<file path="config.mk">
export PLATFORM = sky130hd
export DESIGN_NAME = irq_entry_unit
export DESIGN_NICKNAME = d
export VERILOG_FILES = /design/src/rtl/irq_pkg.sv /design/src/rtl/irq_pend_bank.sv /design/src/rtl/irq_csr_file.sv /design/src/rtl/irq_entry_ctl.sv /design/src/rtl/irq_entry_unit.sv
export SDC_FILE = /design/constraint.sdc
export NUM_CORES = 1
export LEC_CHECK = 0
export BUFFER_PORTS_ARGS = -buffer_cell sky130_fd_sc_hd__buf_4
export CAP_MARGIN = 20
export CORE_MARGIN = 2
export CORE_UTILIZATION = 52
export CTS_CLUSTER_SIZE = 25
export DETAILED_ROUTE_END_ITERATION = 12
export PLACE_DENSITY = 0.8
export SETUP_SLACK_MARGIN = 0.5
export SYNTH_ARGS = -nofsm -noshare
export SYNTH_HDL_FRONTEND = slang
export SYNTH_SLANG_ARGS = --single-unit
</file>
<file path="constraint.sdc">
create_clock -name clk -period 1.7 [get_ports clk]
set_input_delay 0.085 -clock clk [delete_from_list [all_inputs] [get_ports clk]]
set_output_delay 0.085 -clock clk [all_outputs]
set_load 0.03 [all_outputs]
</file>
<file path="src/rtl/irq_pkg.sv">
package irq_pkg;

    localparam int XLEN = 32;

    typedef enum logic [1:0] {
        RA_PEND = 2'd0,
        RA_MASK = 2'd1,
        RA_ENAB = 2'd2,
        RA_BASE = 2'd3
    } reg_addr_e;

    typedef struct packed {
        logic saved;
        logic active;
    } enab_t;

    localparam enab_t ENAB_ON_ENTRY = '{saved: 1'b1, active: 1'b0};

    function automatic logic [XLEN-1:0] cause_offset(input int cause, input int shift);
        logic [XLEN-1:0] c;
        c = XLEN'(cause);
        return c << shift;
    endfunction

    function automatic logic [XLEN-1:0] low_zero_mask(input int nbits);
        logic [XLEN-1:0] m;
        m = '1;
        return m << nbits;
    endfunction

endpackage

</file>
<file path="src/rtl/irq_pend_bank.sv">
module irq_pend_bank #(
    parameter int NUM_LINES = 32
) (
    input  logic                 clk,
    input  logic                 rst,
    input  logic [NUM_LINES-1:0] lines,
    input  logic [NUM_LINES-1:0] clr_vec,
    output logic [NUM_LINES-1:0] pend_q
);

    for (genvar i = 0; i < NUM_LINES; i++) begin : g_bit
        always_ff @(posedge clk) begin
            if (rst)
                pend_q[i] <= 1'b0;
            else if (lines[i])
                pend_q[i] <= 1'b1;
            else if (clr_vec[i])
                pend_q[i] <= 1'b0;
        end
    end

    AST_PEND_STICKY: assert property (@(posedge clk) disable iff (rst)
        1'b1 |=> ((($past(pend_q) & ~$past(clr_vec)) & ~pend_q) == '0));

    AST_LINE_SETS: assert property (@(posedge clk) disable iff (rst)
        1'b1 |=> (($past(lines) & ~pend_q) == '0));

endmodule

</file>
<file path="src/rtl/irq_csr_file.sv">
module irq_csr_file
    import irq_pkg::*;
#(
    parameter int NUM_LINES     = 32,
    parameter int BASE_LOW_ZERO = 8
) (
    input  logic                 clk,
    input  logic                 rst,
    input  logic                 we,
    input  reg_addr_e            addr,
    input  logic [XLEN-1:0]      wdata,
    input  logic [NUM_LINES-1:0] pend,
    input  logic                 entry_take,
    input  logic                 eret,
    output logic [NUM_LINES-1:0] clr_vec,
    output logic [NUM_LINES-1:0] mask_q,
    output enab_t                enab_q,
    output logic [XLEN-1:0]      base_q,
    output logic [XLEN-1:0]      rdata
);

    localparam logic [XLEN-1:0] BASE_KEEP = low_zero_mask(BASE_LOW_ZERO);

    assign clr_vec = (we && addr == RA_PEND) ? wdata[NUM_LINES-1:0] : '0;

    always_ff @(posedge clk) begin
        if (rst) begin
            mask_q <= '0;
            base_q <= '0;
        end else if (we) begin
            if (addr == RA_MASK) mask_q <= wdata[NUM_LINES-1:0];
            if (addr == RA_BASE) base_q <= wdata & BASE_KEEP;
        end
    end

    always_ff @(posedge clk) begin
        if (rst)
            enab_q <= '0;
        else if (entry_take)
            enab_q <= ENAB_ON_ENTRY;
        else if (eret)
            enab_q.active <= enab_q.saved;
        else if (we && addr == RA_ENAB)
            enab_q <= enab_t'(wdata[1:0]);
    end

    always_comb begin
        rdata = '0;
        unique case (addr)
            RA_PEND: rdata[NUM_LINES-1:0] = pend;
            RA_MASK: rdata[NUM_LINES-1:0] = mask_q;
            RA_ENAB: rdata[1:0]           = enab_q;
            RA_BASE: rdata                = base_q;
        endcase
    end

    AST_ERET_RESTORE: assert property (@(posedge clk) disable iff (rst)
        (eret && !entry_take) |=> (enab_q.active == $past(enab_q.saved)));

endmodule

</file>
<file path="src/rtl/irq_entry_ctl.sv">
module irq_entry_ctl
    import irq_pkg::*;
#(
    parameter int NUM_LINES = 32,
    parameter int CAUSE_ID  = 5,
    parameter int VEC_SHIFT = 5
) (
    input  logic                 clk,
    input  logic                 rst,
    input  logic [NUM_LINES-1:0] lines,
    input  logic [NUM_LINES-1:0] pend,
    input  logic [NUM_LINES-1:0] mask,
    input  logic                 en_active,
    input  logic [XLEN-1:0]      base,
    input  logic [XLEN-1:0]      pc,
    input  logic                 boundary,
    output logic                 take,
    output logic                 req_q,
    output logic [XLEN-1:0]      save_pc_q,
    output logic [XLEN-1:0]      new_pc_q
);

    localparam logic [XLEN-1:0] CAUSE_OFS = cause_offset(CAUSE_ID, VEC_SHIFT);

    logic watch_q;
    logic any_line;
    logic watch;

    assign any_line = |lines;
    assign watch    = watch_q | any_line;
    assign take     = boundary && watch && en_active && (|(mask & pend));

    always_ff @(posedge clk) begin
        if (rst)
            watch_q <= 1'b0;
        else if (any_line)
            watch_q <= 1'b1;
        else if (boundary)
            watch_q <= 1'b0;
    end

    always_ff @(posedge clk) begin
        if (rst) begin
            req_q     <= 1'b0;
            save_pc_q <= '0;
            new_pc_q  <= '0;
        end else begin
            req_q <= take;
            if (take) begin
                save_pc_q <= pc;
                new_pc_q  <= base + CAUSE_OFS;
            end
        end
    end

    AST_REQ_AT_ENABLED_BOUNDARY: assert property (@(posedge clk) disable iff (rst)
        req_q |-> ($past(boundary) && $past(en_active)));

endmodule

</file>
<file path="src/rtl/irq_entry_unit.sv">
module irq_entry_unit
    import irq_pkg::*;
#(
    parameter int NUM_LINES     = 32,
    parameter int CAUSE_ID      = 5,
    parameter int VEC_SHIFT     = 5,
    parameter int BASE_LOW_ZERO = 8
) (
    input  logic                 clk,
    input  logic                 rst,
    input  logic [NUM_LINES-1:0] irq_lines,
    input  logic [XLEN-1:0]      pc_cur,
    input  logic                 insn_boundary,
    input  logic                 eret_pulse,
    input  logic                 reg_we,
    input  logic [1:0]           reg_addr,
    input  logic [XLEN-1:0]      reg_wdata,
    output logic [XLEN-1:0]      reg_rdata,
    output logic                 entry_req,
    output logic [XLEN-1:0]      entry_save_pc,
    output logic [XLEN-1:0]      entry_new_pc
);

    logic [NUM_LINES-1:0] pend;
    logic [NUM_LINES-1:0] clr_vec;
    logic [NUM_LINES-1:0] mask;
    enab_t                enab;
    logic [XLEN-1:0]      base;
    logic                 take;

    irq_pend_bank #(.NUM_LINES(NUM_LINES)) u_pend (
        .clk     (clk),
        .rst     (rst),
        .lines   (irq_lines),
        .clr_vec (clr_vec),
        .pend_q  (pend)
    );

    irq_csr_file #(.NUM_LINES(NUM_LINES), .BASE_LOW_ZERO(BASE_LOW_ZERO)) u_csr (
        .clk        (clk),
        .rst        (rst),
        .we         (reg_we),
        .addr       (reg_addr_e'(reg_addr)),
        .wdata      (reg_wdata),
        .pend       (pend),
        .entry_take (take),
        .eret       (eret_pulse),
        .clr_vec    (clr_vec),
        .mask_q     (mask),
        .enab_q     (enab),
        .base_q     (base),
        .rdata      (reg_rdata)
    );

    irq_entry_ctl #(.NUM_LINES(NUM_LINES), .CAUSE_ID(CAUSE_ID), .VEC_SHIFT(VEC_SHIFT)) u_ctl (
        .clk       (clk),
        .rst       (rst),
        .lines     (irq_lines),
        .pend      (pend),
        .mask      (mask),
        .en_active (enab.active),
        .base      (base),
        .pc        (pc_cur),
        .boundary  (insn_boundary),
        .take      (take),
        .req_q     (entry_req),
        .save_pc_q (entry_save_pc),
        .new_pc_q  (entry_new_pc)
    );

    AST_ENTRY_DISABLES: assert property (@(posedge clk) disable iff (rst)
        entry_req |-> (enab == ENAB_ON_ENTRY));

    AST_NO_BACK_TO_BACK: assert property (@(posedge clk) disable iff (rst)
        entry_req |=> !entry_req);

endmodule

</file>
==> impl_results.md <==
- Max incr delay on CP: 0.36 ns
- Maximum fanout count along the critical path: 13
- Pins over their slew limit: 0
- Port-buffer cells: 193
- Full die area: 13600 µm²
- Required time of the worst setup path: 2.00 ns
- Routed Antenna Nets: 0
- Path category of the worst min-delay check: in2reg
- Cell with the largest stage delay on the worst path: dfxtp_2
- Final hold viol count: 0
- Post-Synth XOR/XNOR Area: 0%
- Netlist cell types: 29
- Number of remaining DRC errors: 0
- Run status: finished, violations left
- Tightest slew margin relative to the limit: 59.3%
- Synth Area in Adders: 0%
- Final net count: 1219
- Hold Path Depth: 3
- Final cycle utilization of the critical path: 109%
- Area taken by multi-input logic gates: 3560 µm²
- CTS root buf: clkbuf_16
- Post-route cell area: 10800 µm²
- Initial standard-cell utilization of the core: 52.7%
- Worst-case reg-to-reg path depth: 7
- Synthesized flop and latch total: 149
- Storage element area: 3060 µm²
- Total GRT Usage: 36.3%
- Buffer levels on the longest clock path: 2
- Diodes inserted: 0
- Core region area: 12500 µm²
- Most instantiated flip-flop cell in the synthesis netlist: dfxtp_1
- Clock tree sinks: 149
- Largest area contributor in the synthesized netlist: dfxtp_1
- Most frequent cells in the layout: 236 x buf_4, 149 x nand2_1, 112 x nand2b_1, 95 x dlygate4sd3_1, 94 x dfxtp_1
- Setup Viol. Count Final: 59
- Average via count per standard cell: 5.86
- List of cells traversed by the critical path: a22oi_1 > nand4_1 > nor4_2 > buf_4 > nor3_4 > buf_12 > mux2i_2
- Largest family of logic cells by synthesized area: simple AND/OR/NAND/NOR gates
- Peak clock frequency supported by timing: 0.538 GHz
- Pin count of the biggest net entering global routing: 53
- Worst flop-to-flop path startpoint: u_csr.mask_q[20]
- Kind of start point of the critical path: register
- CP Capture Type: register
- Worst IR drop on VDD: 0.000619 V
- Drt first-iter violations: 1149
- FP Rows: 41
- Measured slew at the worst slew-check pin: 0.605 ns
- RSZ-0062 raised after global routing: yes
- P&R area growth vs syn: 63.8%
- Via total after detailed routing: 7619
- Final setup margin: -0.157 ns
- Final critical path time including I/O delays and setup: 1.86 ns
- Hold Path Sink: u_ctl.save_pc_q[16]
- Share of async-settable or async-resettable flops after synthesis: 0%
- Worst-case register-to-register setup slack: -0.16 ns
- DRT Wirelength: 26800 µm
- Most frequent standard cell in the layout excluding fill and tap cells: buf_4
- Top-Level Pins: 200
- First drt pass iteration count: 6
- Clock latency reported for the late side of the worst-skew pair: 0.43 ns
- Data arrival at the endpoint of the critical path: 2.15 ns
- Area share of the leading cell type in the synthesized netlist: 45.2%
- Height of the die: 117 µm
- Placer Congestion: 0.912
- Skew final: 0.00982 ns
- Sequential cell area fraction in the yosys report: 45.2%
- Worst Hold Launch: pc_cur[16]
- Clock tree from TritonCTS: done
- Share of layout cells above drive strength 1: 37.4%
- HPWL reported at the end of detailed placement: 14600 µm
- Worst reg2reg endpoint: u_ctl.new_pc_q[25]
- Clk pin slew, worst setup/hold paths: 0.06 ns
- Antenna violations before repair: 0
- Number of filler cells placed in the layout: 609
- Post-Synthesis Cell Area: 6600 µm²
- Vias in the first global route: 7397
- Compound-gate portion of the synthesized area: 12.2%
- Post-detailed-route wirelength per cell: 20.6 µm
- Standard cell area after detailed placement: 8730 µm²
- Multiplexer share of the synthesized area: 13.9%
- Static power due to leakage: 4.47 nW
- Maximum capacitance violations: 0
- Failing checks: setup timing
- Crit Path Category: reg2reg
- Total power divided by cell area: 824 nW/µm²
- Cell total after placement: 1161
- Die width: 117 µm
- Instance count of the mapped netlist: 766
- Number of enable-type register cells in the synthesized netlist: 0
- Number of H-tree branching levels: 4
- Number of clock buffers inserted by TritonCTS: 17
- Post-Synthesis Mean Instance Area: 8.62 µm²
- Simple-gate share of the synthesized area: 24.2%
- Non-filler instance count after layout: 1300
- Grt ovf: 0
- Top post-synthesis cells by area: dfxtp_1 45%, nand2b_1 11%, mux2i_1 9.9%
- Global-route wire length before repair: 37800 µm
- Synth Warn #: 0
cell families after synthesis:
group                  after synthesis
and+or+nand+nor                    330
DFF                                149
AOI/OAI and AO/OA                  135
muxes                               89
buffers and inverters               62
other                                1
worst max-delay path, delay by kind of cell (launching register included):
kind,cells,cell delay [ns]
buffers and inverters,2,0.36
flip-flops,1,0.36
AND/OR/NAND/NOR,3,0.59
multiplexers,1,0.16
AO/OA/AOI/OAI,1,0.26
report_power, final:
part           switching [mW]  internal (mW)  leakage [nW]
Combinational           0.696          0.747          2.95
Sequential             0.0933           3.61          1.24
Clock                    1.53           2.24         0.278
metal layers:
metal / part of all wire [%] / GRT usage, %
met5: 0 / 0
met4: 6.1 / 21.5
met3: 11 / 9.81
met2: 47 / 62.0
met1: 36 / 40.7
flip-flops by register name, indices dropped and copies added, names as in the netlist:
register and count:
u_ctl.new_pc_q 25, u_csr.mask_q 32, u_csr.base_q 24, u_ctl.save_pc_q 32
u_pend.pend_q 32, u_csr.enab_q 2, u_ctl.req_q 1, u_ctl.watch_q 1
how the worst max path moves through the flow:
stage | from | depth (start not counted) | endpoint | slack [ns]
floorplan | u_csr.mask_q[4] | 7 | u_ctl.new_pc_q[10] | 0.12
global placement | u_csr.mask_q[12] | 7 | u_ctl.save_pc_q[20] | -0.11
detailed placement | u_csr.mask_q[12] | 7 | u_ctl.save_pc_q[28] | -0.08
CTS | u_csr.mask_q[12] | 7 | u_ctl.save_pc_q[28] | -0.04
global route | u_csr.mask_q[6] | 7 | u_ctl.save_pc_q[14] | -0.26
finish | u_csr.mask_q[20] | 7 | u_ctl.new_pc_q[25] | -0.16
area by class of cell:
cell class                 count  share of cell area (%)
clock inverter                11                    1.18
inverter                       1                  0.0347
clock buffer                  20                    4.22
sequential                   149                    28.3
tap                          172                    1.99
timing repair buffer         387                    31.4
multi-input combinational    560                    32.9
cells in the mapped netlist (2+ instances only):
| library cell | n |
|---|---|
| dfxtp_1 | 149 |
| nand2_1 | 149 |
| nand2b_1 | 112 |
| a21oi_1 | 92 |
| mux2i_1 | 65 |
| clkbuf_1 | 40 |
| nor2_1 | 40 |
| a22o_1 | 24 |
| mux2_2 | 24 |
| a22oi_1 | 16 |
| nor4_1 | 9 |
| buf_1 | 8 |
| buf_4 | 7 |
| nand4_1 | 6 |
| buf_6 | 4 |
| nor3_1 | 4 |
| o21ai_0 | 3 |
| buf_2 | 2 |
| nor2b_1 | 2 |
timing repair:
action,in CTS,in global routing
resized for setup,131,19
pin swaps,9,6
endpoints found under the setup margin,92,92
buffers inserted,11,2
hold buffers,95,0
endpoints found under the hold margin,119,0
through the flow:
step / hold slack [ns] / setup slack [ns] / utilization, % / power (mW) / TNS [ns]
2_1_floorplan: 0.202 / 0.124 / - / 4.26 / 0
3_3_place_gp: 0.302 / -0.112 / 69.7 / 4.80 / -5.63
3_5_place_dp: 0.311 / -0.0761 / 69.7 / 4.81 / -2.80
4_1_cts: 0.0169 / -0.0407 / 85.6 / 8.75 / -0.976
5_1_grt: 0.0336 / -0.264 / 86.4 / 9.11 / -11.65
6_report: 0.0228 / -0.157 / 86.4 / 8.91 / -6.84
(Power assumes the default switching activity.)
